## src/rtl/wbus_write_gen.sv

```systemverilog
module wbus_write_gen #(
  parameter int BUS_W = 16
) (
  input  logic             clk,
  input  logic             rst_n,
  input  logic             req,
  input  logic [BUS_W-1:0] addr,
  input  logic [BUS_W-1:0] wdata,
  input  logic             ready,
  output logic             busy,
  output logic             ale,
  output logic             cs_n,
  output logic             wr_n,
  output logic [BUS_W-1:0] ad_out,
  output logic             ad_oe
);

  typedef enum logic [2:0] {
    PH_IDLE, PH_T1, PH_T2, PH_T3, PH_TW, PH_T4
  } phase_t;

  phase_t           ph, ph_nx;
  logic [BUS_W-1:0] adr_q, dat_q;
  logic             take;
  logic             strobe;

  assign take = (ph == PH_IDLE) && req;

  always_comb begin
    ph_nx = ph;
    case (ph)
      PH_IDLE: if (req) ph_nx = PH_T1;
      PH_T1:   ph_nx = PH_T2;
      PH_T2:   ph_nx = PH_T3;
      PH_T3,
      PH_TW:   ph_nx = ready ? PH_T4 : PH_TW;
      PH_T4:   ph_nx = PH_IDLE;
      default: ph_nx = PH_IDLE;
    endcase
  end

  always_ff @(posedge clk) begin
    if (!rst_n) begin
      ph    <= PH_IDLE;
      adr_q <= '0;
      dat_q <= '0;
    end else begin
      ph <= ph_nx;
      if (take) begin
        adr_q <= addr;
        dat_q <= wdata;
      end
    end
  end

  assign strobe = (ph == PH_T2) || (ph == PH_T3) || (ph == PH_TW);
  assign busy   = (ph != PH_IDLE);
  assign ale    = (ph == PH_T1);
  assign cs_n   = ~busy;
  assign wr_n   = ~strobe;
  assign ad_oe  = busy;
  assign ad_out = ale ? adr_q : dat_q;

  AST_ALE_AFTER_ACCEPT: assert property (@(posedge clk) disable iff (!rst_n)
    ale |-> $past(req && !busy));
  AST_BUSY_REQ_IGNORED: assert property (@(posedge clk) disable iff (!rst_n)
    (busy && req) |=> !ale);
  AST_FALL_AFTER_ALE: assert property (@(posedge clk) disable iff (!rst_n)
    $fell(wr_n) |-> $past(ale));
  AST_STROBE_IN_SELECT: assert property (@(posedge clk) disable iff (!rst_n)
    !wr_n |-> (!cs_n && ad_oe));
  AST_DATA_HOLD: assert property (@(posedge clk) disable iff (!rst_n)
    $rose(wr_n) |-> (ad_oe && !cs_n && $stable(ad_out)));
  AST_WAIT_STRETCH: assert property (@(posedge clk) disable iff (!rst_n)
    ((ph == PH_T3 || ph == PH_TW) && !ready) |=> !wr_n);
  AST_READY_RELEASE: assert property (@(posedge clk) disable iff (!rst_n)
    ((ph == PH_T3 || ph == PH_TW) && ready) |=> (wr_n && busy));
  AST_BUSY_DROPS: assert property (@(posedge clk) disable iff (!rst_n)
    $rose(wr_n) |=> !busy);
  AST_SINGLE_ALE: assert property (@(posedge clk) disable iff (!rst_n)
    ale |=> (!ale && !wr_n));

endmodule

```

## config.mk

```make
export PLATFORM = sky130hd
export DESIGN_NAME = wbus_write_gen
export DESIGN_NICKNAME = d
export VERILOG_FILES = /design/src/rtl/wbus_write_gen.sv
export SDC_FILE = /design/constraint.sdc
export NUM_CORES = 1
export LEC_CHECK = 0
export CORE_ASPECT_RATIO = 1.1
export CORE_UTILIZATION = 40
export DETAILED_ROUTE_END_ITERATION = 8
export DONT_BUFFER_PORTS = 1
export SKIP_CTS_REPAIR_TIMING = 1
export SYNTH_ARGS = -nofsm -noshare
export SYNTH_HDL_FRONTEND = slang
export SYNTH_SLANG_ARGS = --single-unit
export TNS_END_PERCENT = 100
```

## constraint.sdc

```tcl
create_clock -name clk -period 1.6 [get_ports clk]
set_input_delay 0.08 -clock clk [delete_from_list [all_inputs] [get_ports clk]]
set_output_delay 0.08 -clock clk [all_outputs]
set_load 0.05 [all_outputs]
```

==> run_results.csv <==
group,metric,value,unit
outcome,status,"finished with violations",
outcome,violations,"negative setup slack",
sta,worst_pin_slew,0.289,ns
power,seqPwrFrac,37.2,%
sta,grt_setup_unrepaired,"true",
layout,final_cell_count_no_fill,269,
drt,detail_route.wl_per_cell,14.0,um
power,p_clk_share,25.3,%
clocking,cts-root-to-sink-buffers,2,
drt,drc,0,
sta,maxSlewHeadroom,80.7,%
worst_setup_path,worst_path_top_cell_family_by_delay,"multiplexers",
worst_setup_path,endpoint_kind,"primary output",
yosys,count_of_warnings_emitted_by_yosys,0,
sta,worst_hold_slack,0.0540,ns
die,fp.dieArea,0.00415,mm^2
power,cell_internal_pwr,1740,uW
power,power_switching,1060,uW
sta,setup_skew,0.00476,ns
yosys,yosys.cell_types.count,23,
drt,drtPass1Iterations,4,
worst_setup_path,cpPeakStageDelay,0.48,ns
sta,timing.final.setup_violations,6,
layout,finish.net_count,254,
sta,layout_worst_path_cycle_share,101,%
placed_design,placement.setup.worst_slack,0.212,ns
layout,drive_above_1_share,19.6,%
worst_setup_path,critical_path_depth,3,
yosys,synth_sequential_area_ratio,44.9,%
clocking,cts.htree.levels,2,
placed_design,detailedPlacementHpwl,2.21,mm
sta,timing_max_transition_violations_final,0,
power,max-vdd-ir-drop,0.653,mV
worst_setup_path,crit_type,"flop to primary output",
worst_setup_path,cp.required,1.52,ns
worst_setup_path,cells_along_the_critical_path,"nor3b_4 -> buf_4 -> mux2_2",
sta,postLayoutSetupSlackWorst,-0.0116,ns
power,leakagePower,0.000816,uW
worst_setup_path,crit_fanout,7,
layout,diodes,0,
clocking,worstSkewPairLatency,0.29,ns
worst_setup_path,timing.critical_path.buf_inv,1,
grt,maximum_number_of_pins_on_one_net_before_global_route_repair,67,
sta,report.final.hold_viol_count,0,
grt,groute.usage.overall,15.9,%
yosys,synth_cells,181,
clocking,clock_tree_from_tritoncts,"yes",
drt,routed_wl,3.77,mm
yosys,synth_area,0.00156,mm^2
yosys,yosys_register_bits,35,
clocking,clock-root-buffer,"sky130_fd_sc_hd__clkbuf_8",
drt,detailroute.via_count,1370,
clocking,numClockSinks,35,
power,switching_fraction,37.8,%
hold_path,worst_hold_path.num_cells,2,
worst_setup_path,r2r_cells,5,
die,coreArea,0.00368,mm^2
drt,postRouteAntennaNets,0,
grt,first_global_vias,1065,
sta,fmax,0.621,GHz
worst_setup_path,cpMaxStageDelayCell,"sky130_fd_sc_hd__mux2_2",
grt,grt_antenna_before_repair,0,
die,dieHeight,67.5,um
worst_setup_path,startpoint_class,"flop",
placed_design,placed_cells_incl_taps,224,
die,fp.dieW,61.5,um
grt,gr_overflow_total,0,
power,power.density_cell_area,1300,mW/mm^2
sta,final_period_minus_worst_setup_slack,1.61,ns
drt,first_iter_violations,67,
layout,syn_to_final_growth,37.8,%
worst_setup_path,worst_ep_arrival_time,1.53,ns
power,power.combinational.fraction,37.5,%
clocking,clk_transition_reported_paths,0.07,ns
grt,first_pass_grt_wire_length,4.66,mm
die,design.portCount,57,
placed_design,place.gp.congestion,0.672,
placed_design,number_of_port_buffers,0,
yosys,postSynthAreaPerCell,8.61,um^2
die,initial_core_util,42.3,%
die,placementRows,23,
run,max-cap-violations,0,
clocking,cts_bufs_inserted,5,
yosys,mappedNetlistNets,217,
hold_path,worst_hold_path_type,"input port to flop",
drt,vias_per_cell,5.09,
-- power by group through the flow --
| stage | clock network [uW] | registers (uW) | logic [uW] |
|---|---|---|---|
| 2_1_floorplan | 0 | 1030 | 856 |
| 3_3_place_gp | 0 | 1050 | 901 |
| 3_5_place_dp | 0 | 1060 | 919 |
| 4_1_cts | 738 | 1040 | 924 |
| 5_1_grt | 769 | 1060 | 1110 |
| 6_report | 709 | 1040 | 1050 |
-- worst reg2reg max path, cell delays in order (launching register included) --
cell and delay, ns:
sky130_fd_sc_hd__dfxtp_1 0.34, sky130_fd_sc_hd__buf_4 0.18, sky130_fd_sc_hd__nor4b_4 0.35, sky130_fd_sc_hd__buf_12 0.24, sky130_fd_sc_hd__nand3_1 0.14, sky130_fd_sc_hd__o21ai_0 0.08
-- state kept, by name, indices dropped and copies added, names as in the netlist --
name   flops
adr_q     16
dat_q     16
ph         3
-- per-stage QoR --
step | TNS, ns | instance area, um^2 | power (uW) | utilization (%)
5_1_grt | -0.559 | 2150 | 2930 | 58.3
3_3_place_gp | 0 | 1650 | 1950 | 44.7
4_1_cts | -0.319 | 1750 | 2700 | 47.6
6_report | -0.0551 | 2150 | 2800 | 58.3
3_5_place_dp | 0 | 1650 | 1980 | 44.7
2_1_floorplan | -0.0772 | 1610 | 1890 | -
-- path summary, 6_finish.rpt --
check	start	to	slack, ns
max reg2reg	ph[2]$_SDFFE_PN0P_	dat_q[8]$_SDFFE_PN0P_	0.19
min	ready	ph[0]$_SDFFE_PN0P_	0.05
min reg2reg	dat_q[10]$_SDFFE_PN0P_	dat_q[10]$_SDFFE_PN0P_	0.45
max	ph[1]$_SDFFE_PN0P_	ad_out[5]	-0.01
-- cell usage in the layout (no fill, tap or decap) --
cell	netlist	final
sky130_fd_sc_hd__nor3_4	0	1
sky130_fd_sc_hd__nor3_1	2	1
sky130_fd_sc_hd__mux2_2	13	6
sky130_fd_sc_hd__clkbuf_8	0	7
sky130_fd_sc_hd__clkinvlp_4	0	1
sky130_fd_sc_hd__o32ai_1	1	1
sky130_fd_sc_hd__o21ai_0	27	27
sky130_fd_sc_hd__mux2_4	0	10
sky130_fd_sc_hd__xnor2_1	1	1
sky130_fd_sc_hd__o21ai_1	5	5
sky130_fd_sc_hd__nor2_1	2	2
sky130_fd_sc_hd__buf_4	3	10
sky130_fd_sc_hd__dlygate4sd3_1	0	34
sky130_fd_sc_hd__nand3_1	32	32
sky130_fd_sc_hd__nor4b_4	1	1
sky130_fd_sc_hd__inv_1	2	2
sky130_fd_sc_hd__buf_12	0	1
sky130_fd_sc_hd__a21oi_1	1	1
sky130_fd_sc_hd__buf_16	0	1
sky130_fd_sc_hd__dfxtp_1	35	33
sky130_fd_sc_hd__nor3b_4	1	1
sky130_fd_sc_hd__nand2_1	34	34
sky130_fd_sc_hd__mux2i_1	1	1
sky130_fd_sc_hd__dfxtp_2	0	2
sky130_fd_sc_hd__buf_6	4	2
sky130_fd_sc_hd__a2bb2oi_1	1	1
sky130_fd_sc_hd__nand3b_1	1	1
-- Yosys cell counts --
| master | n | area share, % |
|---|---|---|
| sky130_fd_sc_hd__a21oi_1 | 1 | 0.32 |
| sky130_fd_sc_hd__a2bb2oi_1 | 1 | 0.56 |
| sky130_fd_sc_hd__buf_2 | 1 | 0.32 |
| sky130_fd_sc_hd__buf_4 | 3 | 1.4 |
| sky130_fd_sc_hd__buf_6 | 4 | 2.9 |
| sky130_fd_sc_hd__clkbuf_1 | 7 | 1.7 |
| sky130_fd_sc_hd__clkbuf_2 | 3 | 0.96 |
| sky130_fd_sc_hd__dfxtp_1 | 35 | 45 |
| sky130_fd_sc_hd__inv_1 | 2 | 0.48 |
| sky130_fd_sc_hd__mux2_1 | 3 | 2.2 |
| sky130_fd_sc_hd__mux2_2 | 13 | 9.4 |
| sky130_fd_sc_hd__mux2i_1 | 1 | 0.64 |
| sky130_fd_sc_hd__nand2_1 | 34 | 8.2 |
| sky130_fd_sc_hd__nand3_1 | 32 | 10 |
| sky130_fd_sc_hd__nand3b_1 | 1 | 0.48 |
| sky130_fd_sc_hd__nor2_1 | 2 | 0.48 |
| sky130_fd_sc_hd__nor3_1 | 2 | 0.64 |
| sky130_fd_sc_hd__nor3b_4 | 1 | 1.2 |
| sky130_fd_sc_hd__nor4b_4 | 1 | 1.5 |
| sky130_fd_sc_hd__o21ai_0 | 27 | 8.7 |
| sky130_fd_sc_hd__o21ai_1 | 5 | 1.6 |
| sky130_fd_sc_hd__o32ai_1 | 1 | 0.56 |
| sky130_fd_sc_hd__xnor2_1 | 1 | 0.56 |
-- cell type report --
type / instances / area (um^2)
Fill cell: 354 / 1540
Clock inverter: 1 / 7.51
Tap cell: 50 / 62.6
Inverter: 2 / 7.51
Sequential cell: 35 / 703
Clock buffer: 7 / 96.3
Multi-Input combinational cell: 126 / 786
Timing Repair Buffer: 48 / 485
-- layer usage --
metal / GRT usage [%] / vias to the layer above / part of all wire [%]
li1: - / 692 / -
met1: 19.0 / 635 / 42
met2: 24.3 / 35 / 50
met3: 5.17 / 8 / 4.8
met4: 10.0 / 0 / 2.3
met5: 0 / - / 0
-- cell families after synthesis --
logic type | Yosys count | synth area share, %
AND/OR/NAND/NOR | 73 | 22.8
AO/OA/AOI/OAI | 35 | 11.7
flip-flops | 35 | 44.9
buffers and inverters | 20 | 7.78
multiplexers | 17 | 12.2
XOR/XNOR | 1 | 0.562
(Power assumes the default switching activity.)
